$ cat src/rtl/vt_dispatch.sv
module vt_dispatch #(
  parameter int NTCU = 6,
  parameter int IDW  = 12
) (
  input  logic                 clk,
  input  logic                 rst_n,
  input  logic                 spawn_req,
  input  logic [IDW-1:0]       spawn_lo,
  input  logic [IDW-1:0]       spawn_hi,
  output logic                 spawn_ack,
  output logic                 busy,
  output logic                 join_done,
  output logic [IDW-1:0]       bcast_lo,
  output logic [IDW-1:0]       bcast_hi,
  input  logic [NTCU-1:0]      tcu_req,
  output logic [NTCU-1:0]      tcu_gnt,
  output logic [NTCU-1:0]      tcu_exp,
  output logic [NTCU*IDW-1:0]  tcu_vid
);
  localparam int RW = $clog2(NTCU + 1);
  localparam int CW = IDW + RW + 2;

  logic            open_q;
  logic [IDW-1:0]  lo_q, hi_q;
  logic [CW-1:0]   ctr_q;
  logic [IDW-1:0]  vid_q [NTCU];
  logic [NTCU-1:0] gnt_q, exp_q;

  wire             take  = spawn_req & ~open_q;
  wire [NTCU-1:0]  asker = tcu_req & ~exp_q & {NTCU{open_q}};
  wire [CW-1:0]    hi_cw = CW'(hi_q);
  wire [CW-1:0]    sp_hi = CW'(spawn_hi);

  logic [RW-1:0]   rank [NTCU];
  logic [RW-1:0]   taken;
  logic [CW-1:0]   draw [NTCU];
  logic [CW-1:0]   first[NTCU];

  always_comb begin
    taken = '0;
    for (int i = 0; i < NTCU; i++) begin
      rank[i]  = taken;
      taken    = taken + RW'(asker[i]);
      draw[i]  = ctr_q + CW'(rank[i]);
      first[i] = CW'(spawn_lo) + CW'(i);
    end
  end

  always_ff @(posedge clk) begin
    if (!rst_n) begin
      open_q    <= 1'b0;
      spawn_ack <= 1'b0;
      join_done <= 1'b0;
      lo_q      <= '0;
      hi_q      <= '0;
      ctr_q     <= '0;
      gnt_q     <= '0;
      exp_q     <= '0;
      for (int i = 0; i < NTCU; i++) vid_q[i] <= '0;
    end else begin
      spawn_ack <= take;
      join_done <= 1'b0;
      gnt_q     <= '0;
      if (take) begin
        open_q <= 1'b1;
        lo_q   <= spawn_lo;
        hi_q   <= spawn_hi;
        ctr_q  <= CW'(spawn_lo) + CW'(NTCU);
        for (int i = 0; i < NTCU; i++) begin
          vid_q[i] <= IDW'(first[i]);
          gnt_q[i] <= first[i] <= sp_hi;
          exp_q[i] <= first[i] >  sp_hi;
        end
      end else if (open_q) begin
        if (&exp_q) begin
          join_done <= 1'b1;
          open_q    <= 1'b0;
        end else begin
          ctr_q <= ctr_q + CW'(taken);
          for (int i = 0; i < NTCU; i++) begin
            if (asker[i]) begin
              if (draw[i] <= hi_cw) begin
                gnt_q[i] <= 1'b1;
                vid_q[i] <= IDW'(draw[i]);
              end else begin
                exp_q[i] <= 1'b1;
              end
            end
          end
        end
      end
    end
  end

  assign busy     = open_q;
  assign bcast_lo = lo_q;
  assign bcast_hi = hi_q;
  assign tcu_gnt  = gnt_q;
  assign tcu_exp  = exp_q;

  for (genvar g = 0; g < NTCU; g++) begin : g_vid
    assign tcu_vid[g*IDW +: IDW] = vid_q[g];
  end
endmodule

$ cat config.mk
export PLATFORM = sky130hd
export DESIGN_NAME = vt_dispatch
export DESIGN_NICKNAME = d
export VERILOG_FILES = /design/src/rtl/vt_dispatch.sv
export SDC_FILE = /design/constraint.sdc
export NUM_CORES = 1
export LEC_CHECK = 0
export ABC_AREA = 1
export BUFFER_PORTS_ARGS = -buffer_cell sky130_fd_sc_hd__buf_2
export CAP_MARGIN = 20
export CORE_MARGIN = 3
export CORE_UTILIZATION = 40
export CTS_CLUSTER_DIAMETER = 50
export CTS_CLUSTER_SIZE = 25
export DETAILED_ROUTE_END_ITERATION = 8
export PLACE_DENSITY = 0.57
export SLEW_MARGIN = 5
export SYNTH_ARGS = -nofsm -noshare
export SYNTH_HDL_FRONTEND = slang
export SYNTH_SLANG_ARGS = --single-unit
$ cat constraint.sdc
create_clock -name clk -period 13.35 [get_ports clk]
set_input_delay 0 -clock clk [delete_from_list [all_inputs] [get_ports clk]]
set_output_delay 0 -clock clk [all_outputs]
set_load 0.02 [all_outputs]
# Word level (Yosys, flattened, before mapping)
# Memory sizes are Yosys's and may differ from the RTL's.
# Cells that the tools add are included.
# word_totals
reg_bits,56
mem_bits_rw,72
inputBits,33
output_inout_bits,111
word_cells,173
n_memories,1
# mem_list
name,words,word_bits,read_ports,rd_ports_with_merged_regs,write_ports,line,source
vid_q,6,12,6,0,6,26,logic [IDW-1:0] vid_q [NTCU];
# classes
add_sub_neg,17
n_lt_le_gt_ge,18
eq_ne,7
muxes,83
bitwise_logic,18
reduce_logical,16
# op_table
op,n
12-bit 2-to-1 mux,12
17-bit by 12-bit <= comparator with 1-bit output,6
17-bit by 3-bit adder with 17-bit output,4
13-bit by 12-bit greater-than comparator with 1-bit output,5
13-bit by 12-bit <= comparator with 1-bit output,5
1-bit 2-to-1 mux,62
17-bit 2-to-1 mux,3
"12-bit by 3-bit adder with 13-bit output, second input constant",3
6-bit 2-to-1 mux,6
"12-bit by 2-bit adder with 13-bit output, second input constant",2
4-bit AND reduction,6
17-bit by 1-bit adder with 17-bit output,1
17-bit by 2-bit adder with 17-bit output,1
"2-bit != test, second input constant",7
2-bit nonzero test,7
"12-bit by 1-bit adder with 13-bit output, second input constant",1
6-bit AND,2
12-bit greater-than comparator,1
12-bit <= comparator,1
1-bit bitwise OR,12
3-bit by 1-bit adder with 3-bit output,3
6-bit inverter,1
6-bit AND reduction,1
2-bit by 1-bit adder with 3-bit output,1
5 further kinds,6

# Depth between registers and ports, before layout
# Gate-level depths: netlist (run 1).
# depth
word_depth,17
ltp_mapped,30
depth_no_buf,30

# Worst setup path after synthesis (run 1)
# Ideal clock, no wire load.
# synth_timing
kind,flip-flop to flip-flop
start,reg open_q (netlist: busy)
end,"mem vid_q[5][0], enable pin"
setup_time_ns,0.350
arrival_ns,4.747
t_required_ns,13.000
setup_slack_ns,8.253
stages_incl_launch_ff,29
path_buffers,1
period_less_slack_ns,5.097
cell_sequence,dfxtp_1 -> clkbuf_1 -> nand2_1 -> nor2_1 -> fa_1 -> ha_1 -> fa_1 -> ha_1 -> xor2_1 -> ha_1 -> nand3_1 -> nand2_1 -> nand2_1 -> nor2_1 -> xor2_1 -> ha_1 -> nand2_1 -> nor2_1 -> nand3b_1 -> nand3_1 -> nand2_1 -> nand2_1 -> nand2_1 -> nand2_1 -> nand2_1 -> nand2_1 -> inv_2 -> nand2_1 -> nand2_1
# synth_rtl
element,line,source
start: declaration,23,logic open_q;
start signal: assignment,51,open_q <= 1'b0;
start signal: assignment,65,open_q <= 1'b1;
start signal: assignment,77,open_q <= 1'b0;
end: declaration,26,

==> metrics, run 1 <==
status=complete, no violations; fill count=3038; Die Span Y=179 microns; Die W=179 microns; Starting Density=41.1%; maxcap violations=0; CP Capture Type=register; Max Root-Sink Buffers=2; first drt pass iteration count=6; top cells by area, synth=edfxtp_1 (18%), ha_1 (18%), nand2_1 (12%); Pwr Density=109 mW/mm^2; Yosys warnings=0; TNS Setup=0 ns; library cells used by synthesis=55; GPL Wtd Cong=1.02; max_slew headroom=33.6%; Placeable Area=0.0290 sq mm; IO Port Bufs=143; Syn-to-layout area delta=13.7%; total grt overflow=0; most common cell in the netlist=nand2_1; Mapped Nets=1808; global-route wire length before repair=74.6 mm; Worst Path Arrival=5.89 ns; final net count=1936; FP Rows=62; Yosys top cell by area=edfxtp_1; WL/cell=24.5 microns; Req. time, crit path=13.43 ns; Setup CP Type=register to register; vias in the first global route=11243; total CTS buffers=17; final worst path period share=43.6%; Syn Inst Count=1597; register area share after synthesis=27.5%; Total Routing Usage GR=32.5%; Psw=0.000616 W; maximum clock rate=0.172 GHz; Post-CTS Hold Fix Bufs=3; Cell Int Power=0.000863 W; initial DRC count=1415; final hold viol count=0; hpwl dp=40.6 mm; sequential power share=33.3%; Slew Limit Fails=0; crit path max fanout=13; WL final=52.0 mm; top_reg_cell synth=edfxtp_1; io pins=144; Post-synth ARST share=0%; final cell count without fillers=2122; Vias/cell=5.63; CTS H-Tree Depth=4; total die area=0.0319 sq mm; Hold Path Class=input port to register; dpl cells=2087; later-pin clock latency in the skew report=0.44 ns; CTS tree=yes; synthesized cell area=0.0119 sq mm; synth cell count leaders=nand2_1 (381), inv_1 (191), ha_1 (171), nor2_1 (138), xor2_1 (95); via count=11957; skew final=0.0150 ns; RSZ-0062 raised after global routing=false; Post-CTS Setup Bufs=0; mean post-synth cell area=7.46 sq um; largest net degree at the start of global routing=41; DR DRC count=0; switching part of the total=41.6%; worst slew pin tran=0.993 ns; Peak VDD IR=0.0736 mV; Comb power frac=34.5%; antenna cells=0; Final setup viols=0; LEAKAGE=6.86 nW; flop and latch count out of synthesis=128; clock sinks=128; share of cells above drive strength 1=13.4%; Clock Power Share=32.2%; top-area cell type share of the netlist area=18.1%; CP Launch Type=register; clock slew at reported path FFs=0.07 ns; initial antenna violation count=0; CTS-repair resized insts=0; root buf cell=clkbuf_16; Final min period=5.82 ns; EDFF count, synth=72; antenna viol nets, final=0
==> critical path, stage by stage (launching register included) <==
cell and delay, ns:
dfxtp_1 0.57, nand3_1 0.18, inv_1 0.24, fa_1 0.50
ha_1 0.22, fa_1 0.52, ha_1 0.24, xor2_1 0.16
ha_1 0.36, nand3_1 0.11, nand2_1 0.10, nand2_1 0.07
nor2_1 0.37, xor2_1 0.24, ha_1 0.26, nand2_1 0.06
nor2_1 0.06, nand3b_1 0.08, nand3_1 0.08, nand2_1 0.06
nand2_1 0.04, nand2_1 0.06, nand2_1 0.05, nand2_1 0.05
nand2_1 0.08, inv_2 0.21, nand2_1 0.10, nand2_1 0.37
==> power by group through the flow <==
stage	sequential, W	combinational, W	clock, W
6_report	0.000492	0.000510	0.000476
5_1_grt	0.000495	0.000560	0.000492
4_1_cts	0.000491	0.000502	0.000475
3_5_place_dp	0.000499	0.000498	0
3_3_place_gp	0.000499	0.000494	0
2_1_floorplan	0.000521	0.000300	0
==> cell families after synthesis <==
group	share of synthesized area (%)
AOI/OAI and AO/OA	11.7
xor gates and xnor gates	7.28
adders and majority gates	19.1
buffers and inverters	8.56
DFF	27.5
and+or+nand+nor	25.8
==> flip-flops by register name, summed over array words and instances (netlist names) <==
name       cells
bcast_hi      12
bcast_lo      12
busy           1
ctr_q         17
join_done      1
spawn_ack      1
tcu_exp        6
tcu_gnt        6
vid_q         72
==> final timing paths <==
| path | from | end | slack (ns) | cells after the start |
|---|---|---|---|---|
| max | busy$_SDFF_PN0_ | vid_q[5][10]$_DFFE_PP_ | 7.53 | 27 |
| min | spawn_lo[11] | ctr_q[11]$_SDFFE_PN0P_ | 0.06 | 4 |
| max reg2reg | busy$_SDFF_PN0_ | vid_q[5][10]$_DFFE_PP_ | 7.53 | 27 |
| min reg2reg | bcast_lo[1]$_SDFFE_PN0P_ | bcast_lo[1]$_SDFFE_PN0P_ | 0.45 | 2 |
==> area by class of cell <==
cell class              count  area [sq um]  share of cell area [%]
clock buffers              17           425                    3.14
clock inverters            15           138                    1.02
inverters                 202           763                    5.63
multi-input cells        1218          7620                    56.3
flip-flops and latches    128          3280                    24.2
well taps                 384           480                    3.55
repair buffers            158           836                    6.17
==> placed cells by master, fill, tap and decap left out, drive strengths merged, types with 7 or more instances in the layout <==
master,instances
nand2,391
dfxtp,56
nor3,22
o22ai,16
edfxtp,72
fa,7
nand4,60
xor2,95
o21ai,98
clkbuf,17
o21a,7
clkinv,7
nand3b,14
ha,171
o211ai,9
buf,155
nand3,57
inv,208
nor2,147
a31oi,8
a21oi,81
==> metal layers <==
metal	global-route usage, %	part of all wire (%)	vias up
met1	44.8	42	5506
met5	0	0	-
li1	-	-	5617
met4	15.9	5.6	0
met3	5.49	9.5	140
met2	49.1	42	694
==> metrics by stage <==
stage	setup slack, ns	util (%)	hold slack [ns]	power [W]	cell area (sq um)
after floorplan	8.25	-	0.139	0.000821	11900
after global placement	7.85	44.7	0.307	0.000993	13000
after detailed placement	7.67	44.7	0.315	0.000998	13000
after CTS	7.65	46.7	0.0398	0.00147	13600
after global routing	7.18	46.7	0.0619	0.00155	13600
final	7.53	46.7	0.0587	0.00148	13600
Power figures use the tool's default switching activity.
==> inputs of run 2 (changes only) <==
--- a/config.mk
+++ b/config.mk
@@ -5,7 +5,7 @@
 export SDC_FILE = /design/constraint.sdc
 export NUM_CORES = 1
 export LEC_CHECK = 0
-export ABC_AREA = 1
+export ABC_AREA = 0
 export BUFFER_PORTS_ARGS = -buffer_cell sky130_fd_sc_hd__buf_2
 export CAP_MARGIN = 20
 export CORE_MARGIN = 3
@@ -13,7 +13,7 @@
 export CTS_CLUSTER_DIAMETER = 50
 export CTS_CLUSTER_SIZE = 25
 export DETAILED_ROUTE_END_ITERATION = 8
-export PLACE_DENSITY = 0.57
+export PLACE_DENSITY = 0.58
 export SLEW_MARGIN = 5
 export SYNTH_ARGS = -nofsm -noshare
 export SYNTH_HDL_FRONTEND = slang
==> constraint.sdc (replaced) <==
create_clock -name clk -period 6.07 [get_ports clk]
set_input_delay 0 -clock clk [delete_from_list [all_inputs] [get_ports clk]]
set_output_delay 0 -clock clk [all_outputs]
set_load 0.02 [all_outputs]
==> run 2 against run 1 <==
  * Register-to-register slack got worse by 7.2 ns
  * Power is 110% higher
  * First-iteration DRC count increased by 1.3%
  * Highest routed layer unchanged
  * Design area is 2.7% lower
  * Wire length decreased by 12%
  * Critical path depth shrank 8
==> metrics, run 2 <==
Post-synth ARST share=0%; RR Startpoint=busy$_SDFF_PN0_; Die W=174 microns; most common cell after layout, fill and taps aside=ha_1; skew final=0.0196 ns; top-area cell type share of the netlist area=19.2%; initial antenna violation count=0; crit-path cells=nand2_1, or2_2, inv_1, fa_1, ha_1, fa_1, ha_1, ha_1, a21o_1, a21oi_2, nand2b_1, nor2_1, xor2_1, ha_1, a21o_1, a211o_1, o31a_1, or4_4, nand2_4; vias in the first global route=10366; commonest non-fill, non-tap cells in the layout=ha_1 (171), buf_2 (144), nand2_1 (133), nor2_1 (95), a21oi_1 (74); Hold Path Class=input port to register; WL/cell=25.6 microns; Final min period=5.75 ns; first drt pass iteration count=6; Yosys warnings=0; share of cells above drive strength 1=16.3%; io pins=144; dpl cells=1750; RSZ-0062 raised after global routing=false; Setup CP Type=register to register; mean post-synth cell area=8.90 sq um; IO Port Bufs=143; Worst Path Arrival=5.87 ns; Peak VDD IR=0.187 mV; initial DRC count=1433; CTS H-Tree Depth=4; Hold EP=tcu_exp[1]$_SDFFE_PN0P_; XOR/XNOR share of the synthesized area=9.70%; FP Rows=60; most common cell in the netlist=ha_1; crit path max fanout=12; largest registers=vid_q: 72 flops, ctr_q: 17 flops; total die area=0.0303 sq mm; Worst Hold Launch=tcu_req[1]; Synth Area in Simple Gates=17.8%; worst reg-to-reg setup slack=0.32 ns; Syn Inst Count=1268; Mapped Nets=1479; worst setup margin=0.318 ns; Vias/cell=6.04; top cells by area, synth=edfxtp_1 (19%), ha_1 (19%), dfxtp_1 (9.9%); CP Capture Type=register; final worst path period share=94.8%; Worst Hold Path Cells=4; antenna viol nets, final=0; crit path launch=busy$_SDFF_PN0_; clock sinks=128; mux share of post-synthesis cell area=0.610%; Syn-to-layout area delta=16.9%; GPL Wtd Cong=0.980; Largest register FFs=72; total grt overflow=0; Die Span Y=174 microns; CP max stage delay=0.59 ns; register area share after synthesis=29.1%; CP max-delay cell=or4_4; Synth Area in Compound Gates=18.0%; DR DRC count=0; CTS tree=yes; status=complete, no violations; final net count=1624; top_reg_cell synth=edfxtp_1; Starting Density=41.3%; Adder-Cell Fraction of Synth Area=20.2%; largest family of logic cells by synthesized area=adder cells; Final setup viols=0; root buf cell=clkbuf_16; Placement Setup Slack=-0.00828 ns; Placeable Area=0.0273 sq mm; CP Launch Type=register; Total Routing Usage GR=29.7%; final hold viol count=0; flop and latch count out of synthesis=128; Top cell by count, worst path=ha_1; Yosys top cell by area=edfxtp_1; max_slew headroom=23.3%; Critical R2R Capture=vid_q[5][2]$_DFFE_PP_; Hold WS=0.00673 ns; Largest Register=vid_q; clock slew at reported path FFs=0.07 ns; total CTS buffers=17; maxcap violations=0; via count=10867; synthesized cell area=0.0113 sq mm; later-pin clock latency in the skew report=0.44 ns; Max Root-Sink Buffers=2; Post-CTS Setup Bufs=0; antenna cells=0; maximum clock rate=0.174 GHz; synth cell count leaders=ha_1 (171), nand2_1 (134), nor2_1 (95), a21oi_1 (75), edfxtp_1 (72); library cells used by synthesis=77; largest net degree at the start of global routing=50; hpwl dp=34.2 mm; LEAKAGE=6.01 nW; Req. time, crit path=6.19 ns; Slew Limit Fails=0; FF-to-FF path depth=19; final cell count without fillers=1798; WL final=46.0 mm; worst slew pin tran=1.15 ns; global-route wire length before repair=67.4 mm; Pwr Density=240 mW/mm^2; EDFF count, synth=72
## run 2: cell types whose count changed in the layout (fill, tap and decap cells not counted), moves of 27 or more
cell,previous run,this run
xor2_1,95,68
nand2_1,381,133
inv_1,191,66
nor2_1,136,95
xnor2_1,4,57
o21ai_0,88,39
a32o_1,0,28
## run 2: critical path: cells and delay by family, from the launching register on
kind                     cells  cell delay, ns
flip-flops                   1            0.38
XOR/XNOR                     1            0.18
AO/OA/AOI/OAI                5            1.18
buffers and inverters        1            0.16
AND/OR/NAND/NOR              6            1.43
adder cells (fa/ha/maj)      6            2.09
## run 2: cell type report
class / instances / area [sq um]
well taps: 372 / 465
clock inverters: 14 / 158
flip-flops and latches: 128 / 3280
multi-input cells: 1010 / 7500
inverters: 68 / 255
repair buffers: 188 / 1090
fillers: 2702 / 14100
clock buffers: 18 / 439
## run 2: kinds of logic (layout without fill, tap and decap cells)
logic type | count (synthesis) | in the layout
AND/OR/NAND/NOR | 404 | 404
AO/OA/AOI/OAI | 297 | 297
adder cells (fa/ha/maj) | 178 | 178
buffers and inverters | 130 | 288
flip-flops | 128 | 128
XOR/XNOR | 125 | 125
multiplexers | 6 | 6
## run 2: metal layers
metal	up-vias	part of all wire, %	global-route usage (%)
met5	-	0	0
met4	0	5.8	15.5
met3	127	9.3	6.16
met2	595	44	45.3
met1	5196	41	39.8
li1	4949	-	-
## run 2: worst max path at each step
stage / to / slack, ns / depth (start not counted)
after floorplan: vid_q[5][0]$_DFFE_PP_ / 0.16 / 20
after global placement: vid_q[5][11]$_DFFE_PP_ / 0.1 / 19
after detailed placement: vid_q[5][5]$_DFFE_PP_ / -0.008 / 19
after CTS: vid_q[5][5]$_DFFE_PP_ / 0.16 / 19
after global routing: vid_q[5][2]$_DFFE_PP_ / 0.04 / 19
final: vid_q[5][2]$_DFFE_PP_ / 0.32 / 19
## run 2: repair_timing
item,CTS,global route
pin swaps,0,0
hold endpoints to repair,15,0
setup endpoints to repair,12,13
gates resized for setup,1,2
hold buffers,15,0
## run 2: report_power, final
part	leakage, nW	internal [W]	switching [W]
clock	0.277	0.000623	0.000462
combinational	4.49	0.000352	0.000669
sequential	1.24	0.00100	0.0000570
total	6.01	0.00198	0.00119
## run 2: metrics by stage
stage / TNS (ns) / util (%) / total power, W / area, sq um
final: 0 / 48.3 / 0.00316 / 13200
after global routing: 0 / 48.3 / 0.00330 / 13200
after global placement: 0 / 45.5 / 0.00205 / 12400
after CTS: 0 / 48.2 / 0.00315 / 13200
after detailed placement: -0.0947 / 45.5 / 0.00206 / 12400
after floorplan: 0 / - / 0.00171 / 11300
==> inputs of run 3 (changes only) <==
--- a/config.mk
+++ b/config.mk
@@ -11,8 +11,9 @@
 export CORE_MARGIN = 3
 export CORE_UTILIZATION = 40
 export CTS_CLUSTER_DIAMETER = 50
-export CTS_CLUSTER_SIZE = 25
+export CTS_CLUSTER_SIZE = 30
 export DETAILED_ROUTE_END_ITERATION = 8
+export MAX_ROUTING_LAYER = met4
 export PLACE_DENSITY = 0.58
 export SLEW_MARGIN = 5
 export SYNTH_ARGS = -nofsm -noshare
==> run 3 against run 2 <==
  * Sequential share of layout area hardly changed
  * Clock skew is 0.0030 ns lower
  * Critical path depth stayed put
  * Combinational power hardly changed
  * Register-to-register slack worse by 0.05 ns
  * Die area stayed put
  * Power is 1.2% higher
  * Worst setup slack worse by 0.052 ns
  * Largest power group unchanged
==> metrics, run 3 (synthesis gave the netlist of run 2 again) <==
GPL Wtd Cong=1.00; CP max-delay cell=or4_4; DR DRC count=0; vias in the first global route=10370; final worst path period share=95.6%; status=complete, no violations; Slew Limit Fails=0; M1 WL=19.3 mm; Worst Path Arrival=5.93 ns; CTS tree=yes; total CTS buffers=17; CTS H-Tree Depth=4; global-route wire length before repair=67.0 mm; Largest Register=vid_q; CP Launch Type=register; maximum clock rate=0.172 GHz; CP max stage delay=0.60 ns; io pins=144; Setup CP Type=register to register; crit-path cells=nand2_1, or2_2, inv_1, fa_1, ha_1, fa_1, ha_1, ha_1, a21o_1, a21oi_2, nand2b_1, nor2_1, xor2_1, ha_1, a21o_1, a211o_1, o31a_1, or4_4, nand2_4; Post-CTS Setup Bufs=0; commonest non-fill, non-tap cells in the layout=ha_1 (171), buf_2 (143), nand2_1 (133), nor2_1 (95), a21oi_1 (74); initial antenna violation count=0; max_slew headroom=24.6%; WL/cell=25.5 microns; total power=0.00320 W; clock sinks=128; Req. time, crit path=6.20 ns; metal2 WL=19.8 mm; Max Root-Sink Buffers=2; Largest register FFs=72; Peak VDD IR=0.172 mV; total die area=0.0303 sq mm; IO Port Bufs=143; hpwl dp=33.9 mm; maxcap violations=0; largest registers=vid_q: 72 flops, ctr_q: 17 flops; via count=10884; most common cell after layout, fill and taps aside=ha_1; share of cells above drive strength 1=16.1%; Die W=174 microns; Final setup viols=0; largest net degree at the start of global routing=50; Syn-to-layout area delta=17.0%; skew final=0.0166 ns; first drt pass iteration count=6; Vias/cell=6.06; antenna viol nets, final=0; crit path max fanout=12; initial DRC count=1404; Top cell by count, worst path=ha_1; root buf cell=clkbuf_16; RSZ-0062 raised after global routing=false; LEAKAGE=6.01 nW; Die Span Y=174 microns; FP Rows=60; Final min period=5.80 ns; clock slew at reported path FFs=0.07 ns; WL final=45.9 mm; Pwr Density=242 mW/mm^2; wire length on met3=3.93 mm; final hold viol count=0; antenna cells=0; Final Cell Area=0.0132 sq mm; Max Used Layer=met4; Total Routing Usage GR=30.4%; later-pin clock latency in the skew report=0.44 ns; Placeable Area=0.0273 sq mm; CP Capture Type=register; Starting Density=41.3%; final net count=1623; Hold Path Class=input port to register; Post-DP Area=0.0124 sq mm; total grt overflow=0; worst slew pin tran=1.13 ns
run 3: changes by cell type in the layout (fill, tap and decap cells not counted), sizes merged:
cell         previous run  this run
bufinv                  2         3
clkinv                  5         3
buf                   173       171
dlygate4sd3            15        16
inv                    70        71
run 3: routing by layer:
layer	vias to the layer above	global-route usage (%)
li1	4963	-
met1	5164	39.7
met2	611	45.4
met3	146	4.94
met4	0	15.8
met5	-	-
run 3: worst paths after layout:
path,slack [ns],to,depth (start not counted),from
max,0.27,vid_q[5][5]$_DFFE_PP_,19,busy$_SDFF_PN0_
min reg2reg,0.46,bcast_lo[11]$_SDFFE_PN0P_,2,bcast_lo[11]$_SDFFE_PN0P_
max reg2reg,0.27,vid_q[5][5]$_DFFE_PP_,19,busy$_SDFF_PN0_
min,0.002,tcu_exp[1]$_SDFFE_PN0P_,4,tcu_req[1]
run 3: what timing repair did:
action                                  CTS  global route
endpoints found under the setup margin   12            12
gates resized for setup                   1             2
hold buffers                             16             0
endpoints found under the hold margin    16             0
run 3: worst max-delay path, delay by kind of cell, from the launching register on:
kind	cells	cell delay (ns)
adders and majority gates	6	2.12
and+or+nand+nor	6	1.45
AOI/OAI and AO/OA	5	1.19
DFF	1	0.39
xor gates and xnor gates	1	0.18
buffers and inverters	1	0.16
run 3: per-stage QoR:
step / util, % / worst slack, ns / std cells / TNS, ns / hold slack [ns]
2_1_floorplan: - / 0.158 / 1268 / 0 / 0.136
3_3_place_gp: 45.4 / 0.0783 / 1749 / 0 / 0.254
3_5_place_dp: 45.4 / -0.0309 / 1749 / -0.363 / 0.261
4_1_cts: 48.3 / 0.112 / 1797 / 0 / 0.000660
5_1_grt: 48.3 / 0.0143 / 1797 / 0 / 0.0295
6_report: 48.3 / 0.266 / 1797 / 0 / 0.00249
run 3: final cells by class:
type	count	area [sq um]
inverters	68	255
flip-flops and latches	128	3280
repair buffers	187	1090
well taps	372	465
clock buffers	18	429
clock inverters	14	180
multi-input cells	1010	7500
fillers	2696	14100
run 3: report_power, final:
group	leakage [nW]	switching [W]	internal, W
logic	4.48	0.000667	0.000352
registers	1.24	0.0000557	0.00100
clock network	0.280	0.000473	0.000653
total	6.01	0.00119	0.00201
